===== src/rtl/adc_cmp_pkg.sv =====
package adc_cmp_pkg;
    localparam int CTRL_EN_BIT   = 7;
    localparam int CTRL_COND_BIT = 6;
    localparam int CTRL_HREP_BIT = 5;

    localparam logic [1:0] A_CTRL = 2'd0;
    localparam logic [1:0] A_THR  = 2'd1;
    localparam logic [1:0] A_STAT = 2'd2;
    localparam logic [1:0] A_RES  = 2'd3;

    typedef struct packed {
        logic en;
        logic cond_lt;
        logic hrep;
    } ctrl_t;
endpackage


===== src/rtl/adc_cmp_regs.sv =====
module adc_cmp_regs
    import adc_cmp_pkg::*;
#(
    parameter int DW = 8
) (
    input  logic          clk,
    input  logic          rst_n,
    input  logic          wr_en,
    input  logic [1:0]    addr,
    input  logic [DW-1:0] wdata,
    output ctrl_t         ctrl,
    output logic [DW-1:0] thr,
    output logic          irq_clr
);
    typedef struct packed {
        ctrl_t         ctrl;
        logic [DW-1:0] thr;
    } regs_t;

    regs_t r_d, r_q;

    always_comb begin
        r_d = r_q;
        if (wr_en && addr == A_CTRL) begin
            r_d.ctrl.en      = wdata[CTRL_EN_BIT];
            r_d.ctrl.cond_lt = wdata[CTRL_COND_BIT];
            r_d.ctrl.hrep    = wdata[CTRL_HREP_BIT];
        end
        if (wr_en && addr == A_THR) begin
            r_d.thr = wdata;
        end
    end

    always_ff @(posedge clk) begin
        if (!rst_n) r_q <= '0;
        else        r_q <= r_d;
    end

    assign ctrl    = r_q.ctrl;
    assign thr     = r_q.thr;
    assign irq_clr = wr_en && (addr == A_STAT) && !wdata[0];
endmodule


===== src/rtl/adc_cmp_judge.sv =====
module adc_cmp_judge #(
    parameter int DW = 8
) (
    input  logic [DW-1:0] sample,
    input  logic [DW-1:0] thr,
    input  logic          en,
    input  logic          cond_lt,
    output logic          hit
);
    logic below;
    assign below = (sample < thr);

    always_comb begin
        if (!en)         hit = 1'b1;
        else if (cond_lt) hit = below;
        else             hit = !below;
    end
endmodule


===== src/rtl/adc_cmp_core.sv =====
module adc_cmp_core
    import adc_cmp_pkg::*;
#(
    parameter int DW = 8
) (
    input  logic          clk,
    input  logic          rst_n,
    input  ctrl_t         ctrl,
    input  logic [DW-1:0] thr,
    input  logic          irq_clr,
    input  logic          start_lvl,
    input  logic          halt,
    input  logic          conv_done,
    input  logic [DW-1:0] conv_data,
    output logic [DW-1:0] result,
    output logic          irq,
    output logic          accept
);
    typedef struct packed {
        logic          start_prev;
        logic          first;
        logic [DW-1:0] result;
        logic          irq;
    } core_t;

    core_t c_d, c_q;
    logic  hit, start_rise, first_now, mode_ok, set_irq;

    adc_cmp_judge #(.DW(DW)) u_judge (
        .sample  (conv_data),
        .thr     (thr),
        .en      (ctrl.en),
        .cond_lt (ctrl.cond_lt),
        .hit     (hit)
    );

    always_comb begin
        start_rise = start_lvl && !c_q.start_prev;
        first_now  = c_q.first || start_rise;
        mode_ok    = halt ? ctrl.hrep : !ctrl.hrep;
        accept     = conv_done && start_lvl && mode_ok;
        set_irq    = accept && !first_now && hit;

        c_d            = c_q;
        c_d.start_prev = start_lvl;
        c_d.first      = accept ? 1'b0 : first_now;
        if (accept) c_d.result = conv_data;
        c_d.irq        = set_irq || (c_q.irq && !irq_clr);
    end

    always_ff @(posedge clk) begin
        if (!rst_n) c_q <= '0;
        else        c_q <= c_d;
    end

    assign result = c_q.result;
    assign irq    = c_q.irq;
endmodule


===== src/rtl/adc_cmp_wake.sv =====
module adc_cmp_wake
    import adc_cmp_pkg::*;
#(
    parameter int DW = 8
) (
    input  logic          clk,
    input  logic          rst_n,
    input  logic          reg_wr,
    input  logic [1:0]    reg_addr,
    input  logic [DW-1:0] reg_wdata,
    output logic [DW-1:0] reg_rdata,
    input  logic          start_lvl,
    input  logic          halt,
    input  logic          conv_done,
    input  logic [DW-1:0] conv_data,
    output logic          irq,
    output logic          wake,
    output logic          misuse
);
    ctrl_t         ctrl;
    logic [DW-1:0] thr;
    logic [DW-1:0] result;
    logic          irq_clr;
    logic          accept;

    adc_cmp_regs #(.DW(DW)) u_regs (
        .clk     (clk),
        .rst_n   (rst_n),
        .wr_en   (reg_wr),
        .addr    (reg_addr),
        .wdata   (reg_wdata),
        .ctrl    (ctrl),
        .thr     (thr),
        .irq_clr (irq_clr)
    );

    adc_cmp_core #(.DW(DW)) u_core (
        .clk       (clk),
        .rst_n     (rst_n),
        .ctrl      (ctrl),
        .thr       (thr),
        .irq_clr   (irq_clr),
        .start_lvl (start_lvl),
        .halt      (halt),
        .conv_done (conv_done),
        .conv_data (conv_data),
        .result    (result),
        .irq       (irq),
        .accept    (accept)
    );

    always_comb begin
        reg_rdata = '0;
        case (reg_addr)
            A_CTRL: begin
                reg_rdata[CTRL_EN_BIT]   = ctrl.en;
                reg_rdata[CTRL_COND_BIT] = ctrl.cond_lt;
                reg_rdata[CTRL_HREP_BIT] = ctrl.hrep;
            end
            A_THR:   reg_rdata    = thr;
            A_STAT:  reg_rdata[0] = irq;
            default: reg_rdata    = result;
        endcase
    end

    assign wake   = irq && halt;
    assign misuse = ctrl.hrep && !halt;
endmodule


===== config.mk =====
export PLATFORM = sky130hd
export DESIGN_NAME = adc_cmp_wake
export DESIGN_NICKNAME = d
export VERILOG_FILES = /design/src/rtl/adc_cmp_pkg.sv /design/src/rtl/adc_cmp_regs.sv /design/src/rtl/adc_cmp_judge.sv /design/src/rtl/adc_cmp_core.sv /design/src/rtl/adc_cmp_wake.sv
export SDC_FILE = /design/constraint.sdc
export NUM_CORES = 1
export LEC_CHECK = 0
export ABC_AREA = 1
export ABC_CLOCK_PERIOD_IN_PS = 1300
export BUFFER_PORTS_ARGS = -buffer_cell sky130_fd_sc_hd__buf_2
export CORE_UTILIZATION = 45
export DETAILED_ROUTE_END_ITERATION = 12
export PLACE_DENSITY = 0.74
export RECOVER_POWER = 100
export SYNTH_ARGS = -nofsm -noshare
export SYNTH_HDL_FRONTEND = slang
export SYNTH_SLANG_ARGS = --single-unit

===== constraint.sdc =====
create_clock -name clk -period 1.3 [get_ports clk]
set_input_delay 0.065 -clock clk [delete_from_list [all_inputs] [get_ports clk]]
set_output_delay 0.065 -clock clk [all_outputs]
set_load 0.01 [all_outputs]

# After elaboration in Yosys (flattened, before gate mapping)
# Cells that the tools add are included.
# op_classes
n_lt_le_gt_ge	1
eq_ne	2
n_mux	6
bitwise_logic	1
reduce_logical	24
# ops
operator	count
$logic_and A1 B1 Y1	12
$pmux W3 S3	1
$lt A8 B8 Y1	1
$pmux W4 S2	1
$logic_not A1 Y1	7
$reduce_or A2 Y1	2
$mux W1	3
$pmux W1 S3	1
$eq A2 B1 Y1 const B	1
$eq A2 B2 Y1 const B	1
$logic_not A2 Y1	1
$logic_or A1 B1 Y1	2
$not A1 Y1	1
# word_totals
ff_bits	22
output_inout_bits	11
wordCells	42

# Logic depth before layout (Yosys ltp)
# Gate-level depths: netlist (run 1).
# depth
depth_word	7
depth_mapped	12
ltp_nobuf	12

# Hierarchy
# From an unflattened synthesis (run 1), not the netlist that was laid out.
# hier_totals
hier_cells	233
hier_area_um2	1472.7
# by_module_without_submodules
mod	instances	cells_each	area_per_inst_um2	seq_area_each_um2
adc_cmp_core	1	83	556.8	220.2
adc_cmp_regs	1	74	503.0	220.2
adc_cmp_judge	1	36	206.4	0.0
adc_cmp_wake	1	40	206.4	0.0

# Worst setup path before layout (run 1)
# No wires, ideal clock.
# synth_path
path_kind	flip-flop to flip-flop
from	reg u_regs.r_q, in the netlist u_regs.thr[7]
to	reg u_core.c_q, in the netlist u_core.irq
setup_time_ns	0.120
arrival_time_ns	1.137
required_ns	1.180
path_slack_ns	0.043
path_stages_with_launch	10
n_path_buf	0
cell_sequence	dfxtp_1 > inv_1 > ha_1 > a21oi_1 > o21a_1 > nand2_1 > nand2_1 > nand3_1 > nand2_1 > a21oi_2
# synth_between
elab_chain_len	6
# synth_rtl
item	line	source
from (decl)	adc_cmp_regs.sv:20	regs_t r_d, r_q;
from (signal assigned)	adc_cmp_regs.sv:36	else r_q <= r_d;
$lt A8 B8 Y1 *	adc_cmp_judge.sv:11	assign below = (sample < thr);
$logic_not A1 Y1	adc_cmp_judge.sv:16	else hit = !below;
$mux W1 *	adc_cmp_judge.sv:15	else if (cond_lt) hit = below;
$mux W1 *	adc_cmp_judge.sv:14	if (!en) hit = 1'b1;
$logic_and A1 B1 Y1 *	adc_cmp_core.sv:42	set_irq = accept && !first_now && hit;
$logic_or A1 B1 Y1 *	adc_cmp_core.sv:48	c_d.irq = set_irq || (c_q.irq && !irq_clr);
to (signal assigned)	adc_cmp_core.sv:52	if (!rst_n) c_q <= '0;
to (signal assigned)	adc_cmp_core.sv:53	else c_q <= c_d;
to (decl)	adc_cmp_core.sv:26	core_t c_d, c_q;
# Every way passes the cells marked *; elsewhere a longest branch is shown, timed or not.
# A chain may end at the register's enable or synchronous reset.

# Worst setup path after layout (run 1)
# Same ends and word-level chain as after synthesis.

==> results of run 1 <==
cell type report:
type,count,area share [%]
flip-flops and latches,22,29.0
clock buffers,3,1.47
repair buffers,45,17.1
multi-input cells,94,42.5
well taps,28,2.28
inverters,31,7.59
metrics by stage:
stage	cell area (sq um)	cells	TNS [ns]
floorplan	1140	151	0
global placement	1380	216	0
detailed placement	1380	216	-0.0305
CTS	1480	222	-0.0153
global route	1530	223	-0.244
finish	1530	223	-0.0492
sequential cells by signal, indices dropped and copies added (netlist names):
signal / count
u_core.result: 8
u_core.irq: 1
u_regs.thr: 8
u_regs.ctrl: 3
u_core.c_q: 2
critical path, stage by stage, from the launching register on:
cell and delay [ns]:
dfxtp_1 0.35, inv_2 0.05, ha_4 0.26, nand2_2 0.06, o21a_1 0.21, nand2_1 0.07
nand2_1 0.05, nand3_1 0.07, nand2_1 0.07, a21oi_2 0.11
cells by family after synthesis:
family	synth area share, %
and+or+nand+nor	13.8
AOI/OAI and AO/OA	26.0
buffers and inverters	12.9
DFF	38.6
adders and majority gates	8.76
power groups by stage:
| stage | clock network, mW | registers [mW] | logic [mW] |
|---|---|---|---|
| 3_5_place_dp | 0 | 0.740 | 0.272 |
| 3_3_place_gp | 0 | 0.739 | 0.262 |
| 6_report | 0.320 | 0.728 | 0.326 |
| 2_1_floorplan | 0 | 0.738 | 0.164 |
| 4_1_cts | 0.328 | 0.725 | 0.298 |
| 5_1_grt | 0.362 | 0.733 | 0.364 |
cell usage in the layout (no fill, tap or decap):
cell	count
a21oi_1	17
a21oi_2	5
buf_12	1
buf_2	21
buf_4	5
clkbuf_1	10
clkbuf_2	3
clkbuf_4	4
dfxtp_1	18
dfxtp_2	4
dlygate4sd3_1	4
ha_1	2
ha_4	6
inv_1	25
inv_2	6
nand2_1	16
nand2_2	4
nand3_1	4
nand3_2	1
nor2_1	6
nor2_2	3
nor2_4	1
o21a_1	1
o21ai_0	19
o21ai_1	1
o221ai_1	2
o221ai_2	2
o22ai_1	4
layer usage:
layer / GRT usage (%) / share of wire [%]
met4: 10.1 / 3.2
met1: 23.8 / 42
met3: 6.38 / 5.4
met5: 0 / 0
met2: 42.0 / 50
worst paths after layout:
kind / to / slack [ns] / cells after the start
worst max-delay path: u_core.irq$_SDFF_PN0_ / -0.05 / 9
worst min-delay path: u_regs.thr[3]$_SDFFE_PN0P_ / 0.01 / 3
worst max register to register: u_core.irq$_SDFF_PN0_ / -0.05 / 9
worst min register to register: u_core.result[0]$_SDFFE_PN0P_ / 0.46 / 2
what timing repair did:
item | CTS | global route
gates resized for setup | 6 | 19
hold endpoints to repair | 3 | 1
setup endpoints to repair | 1 | 3
pin swaps | 6 | 7
buffers inserted | 0 | 0
hold buffers | 3 | 1
==> summary.txt, run 1 <==
Finish
  – Util after Layout: 66.8%
  – # fillers: 204
  – Storage element area: 445 sq um
  – Antenna Diode Count: 0
  – Multi-input gate area: 652 sq um
  – Nets@finish: 229
  – Share of layout cells above drive strength 1: 33.8%
  – Area Growth Syn to Fin: 34.3%

Hold path
  – HP Class: in -> reg
  – Hold_sp: reg_wdata[3]

Setup path
  – CP Launch Point: u_regs.thr[7]$_SDFFE_PN0P_
  – Worst setup EP type: flip-flop
  – Crit path launch type: flip-flop
  – RR Startpoint: u_regs.thr[7]$_SDFFE_PN0P_
  – Critical path class: reg -> reg
  – CP arrival: 1.62 ns
  – Critical path fanouts, max: 2
  – CP Data Required Time: 1.57 ns

Power
  – Sequential power share: 53.0%
  – VDD IR max: 0.000753 V
  – P_sw: 408 uW
  – Internal: 966 uW
  – Pwr dens: 896 nW/um^2
  – Design Power: 1.37 mW
  – Lkg Pwr: 0.649 nW
  – Combinational power share: 23.7%
  – Power share of the clock group: 23.3%
  – Sw Ratio: 29.7%

Placed design
  – DP Worst Slack: -0.0305 ns
  – Placer Congestion: 0.827
  – PortBufs: 34
  – HPWL after DPL: 1940 microns

Synth
  – Ys flop type: dfxtp_1
  – Ys async rst share: 0%
  – Distinct cells, synth: 22
  – Synth top cells by count: inv_1 (30), dfxtp_1 (22), a21oi_1 (19), nand2_1 (19), o21ai_0 (17)
  – Top cell type by total area after synthesis: dfxtp_1
  – Number of enable flip-flop cells after synthesis: 0
  – Post-synthesis net count: 183
  – Mapped Cells: 151
  – Synth top area share: 38.6%
  – Seq cells post-synth: 22
  – Post-synthesis average cell area: 7.57 sq um
  – Synthesized area: 1140 sq um
  – Register area share after synthesis: 38.6%
  – Area contributors post-synth: dfxtp_1 (39%), inv_1 (9.9%), ha_1 (8.8%)
  – Most frequent cell after synthesis: inv_1
  – YS warnings: 0

Global route
  – Total grt overflow: 0
  – Initial antenna violation count: 0
  – Number of global-route vias before repair: 1089
  – Largest net degree at the start of global routing: 23
  – Tot GR Track Use: 22.9%
  – Global-route wire length before repair: 4460 microns

Clock tree
  – TritonCTS clock tree: done
  – Root Buffer: clkbuf_4
  – Clk sink count: 22
  – CTS Buf Count: 3
  – Clock slew seen by the registers of the worst setup and hold paths: 0.12 ns
  – Clock H-tree levels: 1
  – Maximum clock path buffer count: 2
  – Clock latency on the worst-skew pair: 0.32 ns

STA
  – Clock skew: 0.00527 ns
  – Rel. slew slack: 64.2%
  – Final setup vio count: 1
  – RSZ-0062 raised after global routing: yes
  – Worst Setup Slack, final: -0.0492 ns
  – Final Slew Violations: 0
  – Final hold violations: 0
  – Fmax: 741 MHz
  – Period utilization: 104%
  – Slew @ Worst Pin: 0.535 ns
  – WHS: 0.0111 ns
  – Clock period minus worst slack: 1.35 ns

Job
  – Max Cap Viol: 0

Route
  – WL final: 3000 microns
  – Vias: 1161
  – Post-DRT Antenna Nets: 0
  – Routed WL per cell: 13.4 microns
  – Detailed router's first-iteration violation count: 30
  – TritonRoute pass-1 iters: 4
  – # DRC: 0
  – Vias per inst: 5.21

Floorplanning
  – Die W: 52.4 microns
  – Die Area: 2740 sq um
  – Row cnt: 17
  – Starting Density: 49.7%
  – Die H: 52.4 microns
  – Core area: 2300 sq um
  – I/O Pins: 35

Status
  – Status: finished, violations left
  – Failing checks: setup timing
Power figures use the tool's default switching activity.
==> run 2, diff against run 1 <==
--- a/config.mk
+++ b/config.mk
@@ -8,9 +8,9 @@
 export ABC_AREA = 1
 export ABC_CLOCK_PERIOD_IN_PS = 1300
 export BUFFER_PORTS_ARGS = -buffer_cell sky130_fd_sc_hd__buf_2
-export CORE_UTILIZATION = 45
+export CORE_UTILIZATION = 40
 export DETAILED_ROUTE_END_ITERATION = 12
-export PLACE_DENSITY = 0.74
+export PLACE_DENSITY = 0.67
 export RECOVER_POWER = 100
 export SYNTH_ARGS = -nofsm -noshare
 export SYNTH_HDL_FRONTEND = slang
==> constraint.sdc (replaced) <==
create_clock -name clk -period 1.3 [get_ports clk]
set_input_delay 0.13 -clock clk [delete_from_list [all_inputs] [get_ports clk]]
set_output_delay 0.13 -clock clk [all_outputs]
set_load 0.01 [all_outputs]
==> summary.txt, run 2 (synthesis gave the netlist of run 1 again) <==
Status
  – Status: completed

Job
  – Max Cap Viol: 0

Global route
  – Global-route wire length before repair: 4510 microns
  – Tot GR Track Use: 18.6%
  – Initial antenna violation count: 0
  – Number of global-route vias before repair: 1083
  – Largest net degree at the start of global routing: 23
  – Total grt overflow: 0

Power
  – Design Power: 1.35 mW
  – Lkg Pwr: 0.661 nW
  – Internal: 960 uW
  – Combinational power share: 22.9%
  – VDD IR max: 0.000787 V
  – Sequential power share: 54.0%
  – Pwr dens: 904 nW/um^2
  – Power share of the clock group: 23.1%
  – P_sw: 388 uW
  – Sw Ratio: 28.8%

Setup path
  – Critical path fanouts, max: 2
  – R2r setup slk: 0.03 ns
  – Critical path class: reg -> reg
  – R2R depth: 8
  – CP arrival: 1.48 ns
  – Crit path launch type: flip-flop
  – RR Startpoint: u_regs.thr[6]$_SDFFE_PN0P_
  – Worst reg2reg endpoint: u_core.irq$_SDFF_PN0_
  – CP Data Required Time: 1.50 ns
  – Worst setup EP type: flip-flop

Finish
  – Antenna Diode Count: 0
  – Area Growth Syn to Fin: 30.4%
  – Share of layout cells above drive strength 1: 36.6%
  – Most frequent cells in the layout: buf_2 (30), inv_1 (24), nand2_1 (18), o21ai_0 (18)
  – Nets@finish: 225
  – Commonest non-fill, non-tap cell in the layout: buf_2

Route
  – WL final: 2760 microns
  – Routed WL per cell: 12.4 microns
  – Post-DRT Antenna Nets: 0
  – Vias per inst: 5.09
  – Vias: 1129
  – # DRC: 0
  – Detailed router's first-iteration violation count: 13
  – TritonRoute pass-1 iters: 4

Clock tree
  – Clock H-tree levels: 1
  – Clock slew seen by the registers of the worst setup and hold paths: 0.12 ns
  – Maximum clock path buffer count: 2
  – Clock latency on the worst-skew pair: 0.31 ns
  – # hold bufs at CTS: 0
  – Clk sink count: 22
  – TritonCTS clock tree: done
  – CTS Buf Count: 3
  – Root Buffer: clkbuf_4

Placed design
  – PortBufs: 34
  – Placer Congestion: 0.812
  – HPWL after DPL: 1970 microns

STA
  – Final Slew Violations: 0
  – Period utilization: 97.9%
  – WHS: 0.0349 ns
  – Final hold violations: 0
  – Clock period minus worst slack: 1.27 ns
  – Final setup vio count: 0
  – Rel. slew slack: 63.4%
  – Clock skew: 0.00626 ns
  – Fmax: 786 MHz
  – RSZ-0062 raised after global routing: yes
  – Slew @ Worst Pin: 0.548 ns

Hold path
  – Hold_sp: start_lvl
  – Worst hold stages: 3
  – Hold EP: u_core.c_q[10]$_SDFF_PN0_
  – HP Class: in -> reg

Floorplanning
  – Die H: 55.4 microns
  – Core area: 2730 sq um
  – Die W: 55.4 microns
  – Starting Density: 41.8%
  – Row cnt: 19
  – Die Area: 3070 sq um
  – I/O Pins: 35
[run 2: cell count changes in the layout (fill, tap and decap cells not counted), sizes merged]
cell and delta:
buf +10, clkbuf -10, dlygate4sd3 -4
[run 2: power by group through the flow]
stage	registers [mW]	logic [mW]	clock network, mW
final	0.728	0.309	0.311
after global routing	0.732	0.348	0.349
after CTS	0.727	0.304	0.320
after detailed placement	0.740	0.274	0
after global placement	0.739	0.265	0
after floorplan	0.738	0.164	0
[run 2: how the worst max path moves through the flow]
stage | startpoint | to | slack (ns) | cells after the start
finish | u_regs.thr[6]$_SDFFE_PN0P_ | u_core.irq$_SDFF_PN0_ | 0.03 | 8
global route | u_regs.thr[1]$_SDFFE_PN0P_ | u_core.irq$_SDFF_PN0_ | -0.08 | 12
CTS | u_regs.thr[2]$_SDFFE_PN0P_ | u_core.irq$_SDFF_PN0_ | 0.003 | 12
detailed placement | u_regs.thr[5]$_SDFFE_PN0P_ | u_core.irq$_SDFF_PN0_ | -0.05 | 9
global placement | u_regs.thr[5]$_SDFFE_PN0P_ | u_core.irq$_SDFF_PN0_ | 0.01 | 9
floorplan | u_regs.thr[7]$_SDFFE_PN0P_ | u_core.irq$_SDFF_PN0_ | 0.04 | 9
[run 2: through the flow]
step                TNS, ns  setup WS, ns  util [%]  instance area, sq um  instances
floorplan                 0        0.0427         -                  1140        151
global placement          0        0.0105      50.7                  1390        219
detailed placement  -0.0469       -0.0469      50.7                  1390        219
CTS                       0       0.00298      54.0                  1480        222
global route         -0.229       -0.0774      54.5                  1490        222
finish                    0        0.0271      54.5                  1490        222
[run 2: routing by layer]
layer	track usage, %	part of all wire (%)	routed length [microns]
met1	21.0	43	1200
met5	0	0	0
met4	4.29	0.76	21
met2	34.4	52	1430
met3	5.15	4.0	110
[run 2: final cells by class]
cell class / instances / area, sq um
well taps: 31 / 38.8
multi-input cells: 94 / 634
clock buffers: 3 / 22.5
inverters: 31 / 116
flip-flops and latches: 22 / 448
repair buffers: 41 / 230
fillers: 272 / 1240
[run 2: timing repair]
action / 4_1_cts / 5_1_grt
resized for setup: 17 / 9
hold endpoints to repair: 0 / 0
pin swaps: 7 / 9
buffers inserted: 0 / 0
endpoints found under the setup margin: 1 / 3
[run 2: worst max-delay path, stage by stage (launching register included)]
cell and delay, ns:
dfxtp_2 0.35, inv_2 0.05, ha_4 0.25, nand2_2 0.05
o21a_1 0.18, nand3_1 0.09, nand3_1 0.08, nand2_1 0.07
a21oi_2 0.05
==> run 3, diff against run 2 <==
--- a/config.mk
+++ b/config.mk
@@ -5,12 +5,11 @@
 export SDC_FILE = /design/constraint.sdc
 export NUM_CORES = 1
 export LEC_CHECK = 0
-export ABC_AREA = 1
 export ABC_CLOCK_PERIOD_IN_PS = 1300
 export BUFFER_PORTS_ARGS = -buffer_cell sky130_fd_sc_hd__buf_2
-export CORE_UTILIZATION = 40
+export CORE_UTILIZATION = 46
 export DETAILED_ROUTE_END_ITERATION = 12
-export PLACE_DENSITY = 0.67
+export PLACE_DENSITY = 0.75
 export RECOVER_POWER = 100
 export SYNTH_ARGS = -nofsm -noshare
 export SYNTH_HDL_FRONTEND = slang
==> summary.txt, run 3 <==
Status
  – Status: finished, violations left
  – Failing checks: setup timing

STA
  – Rel. slew slack: 60.6%
  – Fmax: 729 MHz
  – Final setup vio count: 9
  – WHS: 0.0487 ns
  – RSZ-0062 raised after global routing: yes
  – Clock period minus worst slack: 1.37 ns
  – Slew @ Worst Pin: 0.592 ns
  – Final Slew Violations: 0
  – Final hold violations: 0
  – Worst Setup Slack, final: -0.0715 ns
  – Clock skew: 0.00269 ns
  – Period utilization: 105%

Synth
  – Synthesized-area fraction occupied by adder cells: 8.15%
  – Main combinational cell family by area after synthesis: simple AND/OR/NAND/NOR gates
  – Area contributors post-synth: dfxtp_1 (36%), mux2i_1 (9.8%), nand2_1 (8.2%)
  – Register area share after synthesis: 35.8%
  – Post-Synth Simple-Gate Area: 24.6%
  – Synthesized area: 1230 sq um
  – Post-synthesis average cell area: 8.25 sq um
  – Most frequent cell after synthesis: nand2_1
  – Synth top cells by count: nand2_1 (27), dfxtp_1 (22), a21oi_1 (13), mux2i_1 (12)
  – Ys flop type: dfxtp_1
  – Ys async rst share: 0%
  – Seq cells post-synth: 22
  – YS warnings: 0
  – Synth Area in XOR/XNOR: 0%
  – Distinct cells, synth: 31
  – Post-synthesis net count: 181
  – Synth top area share: 35.8%
  – Mapped Cells: 149
  – Synth Area in Compound Gates: 14.3%
  – Number of enable flip-flop cells after synthesis: 0
  – Post-synthesis mux area share: 10.7%
  – Top cell type by total area after synthesis: dfxtp_1

Setup path
  – Worst path bufs/invs: 0
  – Crit path max-delay family: simple AND/OR/NAND/NOR gates
  – Critical path fanouts, max: 2
  – R2r setup slk: -0.07 ns
  – Crit path max-delay cell type: dfxtp_2
  – CP Data Required Time: 1.53 ns
  – Cell breakdown of the critical path: ha_4 -> nand3_4 -> o32ai_4 -> nand2_1 -> nor4b_2
  – Critical path's largest stage delay: 0.35 ns
  – RR Startpoint: u_regs.ctrl[0]$_SDFFE_PN0P_
  – R2R depth: 5
  – Crit path launch type: flip-flop
  – CP arrival: 1.60 ns
  – Worst reg2reg endpoint: u_core.irq$_SDFF_PN0_
  – Worst setup EP type: flip-flop
  – Critical path class: reg -> reg

Finish
  – Antenna Diode Count: 0
  – Nets@finish: 227
  – Final Non-Filler Cells: 223
  – Area Growth Syn to Fin: 29.1%
  – Commonest non-fill, non-tap cell in the layout: buf_2
  – Share of layout cells above drive strength 1: 33.2%
  – # fillers: 233
  – Most frequent cells in the layout: buf_2 (32), nand2_1 (27), dfxtp_1 (14)

Clock tree
  – Root Buffer: clkbuf_4
  – Clock slew seen by the registers of the worst setup and hold paths: 0.12 ns
  – # hold bufs at CTS: 0
  – Maximum clock path buffer count: 2
  – CTS Buf Count: 3
  – Clock H-tree levels: 1
  – TritonCTS clock tree: done
  – Clk sink count: 22
  – Clock latency on the worst-skew pair: 0.31 ns

Placed design
  – Placer Congestion: 0.792
  – HPWL after DPL: 2320 microns
  – DP Cell Count: 219
  – PortBufs: 34

Route
  – Detailed router's first-iteration violation count: 16
  – WL final: 2940 microns
  – # DRC: 0
  – TritonRoute pass-1 iters: 4
  – Vias per inst: 5.40
  – Post-DRT Antenna Nets: 0
  – Routed WL per cell: 13.2 microns
  – Vias: 1204

Hold path
  – Hold EP: u_regs.thr[3]$_SDFFE_PN0P_
  – Worst hold stages: 3
  – Hold_sp: reg_wdata[3]
  – HP Class: in -> reg

Floorplanning
  – Die Area: 2880 sq um
  – Row cnt: 18
  – Core area: 2500 sq um
  – Die H: 53.7 microns
  – I/O Pins: 35
  – Starting Density: 49.1%
  – Die W: 53.7 microns

Power
  – VDD IR max: 0.000523 V
  – Lkg Pwr: 0.720 nW
  – Design Power: 1.30 mW
  – Pwr dens: 818 nW/um^2

Global route
  – Tot GR Track Use: 22.5%
  – Number of global-route vias before repair: 1112
  – Initial antenna violation count: 0
  – Largest net degree at the start of global routing: 22
  – Total grt overflow: 0
  – Global-route wire length before repair: 4750 microns

Job
  – Max Cap Viol: 0
-- run 3: cell count changes after synthesis, sizes merged, moves of 3 or more --
cell and change:
a21oi -9, a22o +3, inv -20, mux2i +12, nand2 +7, nor2b +7
o21ai -13, o221ai -4, o22ai -4
-- run 3: final cells by class --
cell class / count / area (sq um) / share of cell area [%]
tap: 30 / 37.5 / 2.37
sequential: 22 / 450 / 28.4
inverter: 11 / 41.3 / 2.60
clock buffer: 3 / 22.5 / 1.42
multi-input combinational: 109 / 761 / 47.9
timing repair buffer: 48 / 274 / 17.3
-- run 3: per-layer routing --
layer  vias to the layer above  GRT usage (%)  part of all wire, %
met2                        21           40.5                   48
met5                         -              0                    0
li1                        602              -                    -
met4                         0           5.26                  1.1
met3                         5           2.54                  2.5
met1                       576           28.3                   48
-- run 3: cells by family after synthesis --
family,Yosys count
simple gates,60
compound gates,28
flops,22
buf+inv,18
mux,13
fa+ha+maj,8
-- run 3: timing repair --
| item | CTS | global route |
|---|---|---|
| pin swaps | 0 | 7 |
| setup buffers | 1 | 0 |
| gates resized for setup | 3 | 14 |
| setup endpoints to repair | 2 | 5 |
| gates cloned | 0 | 0 |
-- run 3: how the worst max path moves through the flow --
stage / startpoint / endpoint / slack (ns) / depth (start not counted)
after CTS: u_regs.thr[7]$_SDFFE_PN0P_ / u_core.irq$_SDFF_PN0_ / -0.08 / 6
after global routing: u_regs.ctrl[0]$_SDFFE_PN0P_ / u_core.irq$_SDFF_PN0_ / -0.16 / 5
after global placement: u_regs.thr[7]$_SDFFE_PN0P_ / u_core.irq$_SDFF_PN0_ / -0.03 / 6
final: u_regs.ctrl[0]$_SDFFE_PN0P_ / u_core.irq$_SDFF_PN0_ / -0.07 / 5
after detailed placement: u_regs.thr[7]$_SDFFE_PN0P_ / u_core.irq$_SDFF_PN0_ / -0.1 / 6
after floorplan: u_regs.ctrl[0]$_SDFFE_PN0P_ / u_core.irq$_SDFF_PN0_ / 0.01 / 5
-- run 3: through the flow --
stage	worst slack, ns	instance area [sq um]	setup TNS, ns	utilization, %
after floorplan	0.0148	1250	0	-
after global placement	-0.0315	1530	-0.0315	61.2
after detailed placement	-0.0998	1530	-0.0998	61.2
after CTS	-0.0796	1570	-0.0796	62.6
after global routing	-0.158	1590	-1.05	63.5
final	-0.0715	1590	-0.355	63.5
-- run 3: report_power, final --
part           switching [mW]  total (mW)  internal [mW]  leakage (nW)
sequential             0.0168       0.718          0.701         0.183
clock                   0.206       0.315          0.108        0.0138
combinational           0.139       0.264          0.125         0.523
-- run 3: worst register-to-register path, stage by stage, from the launching register on --
cell,delay [ns]
dfxtp_2,0.35
ha_4,0.28
nand3_4,0.07
o32ai_4,0.26
nand2_1,0.10
nor4b_2,0.24
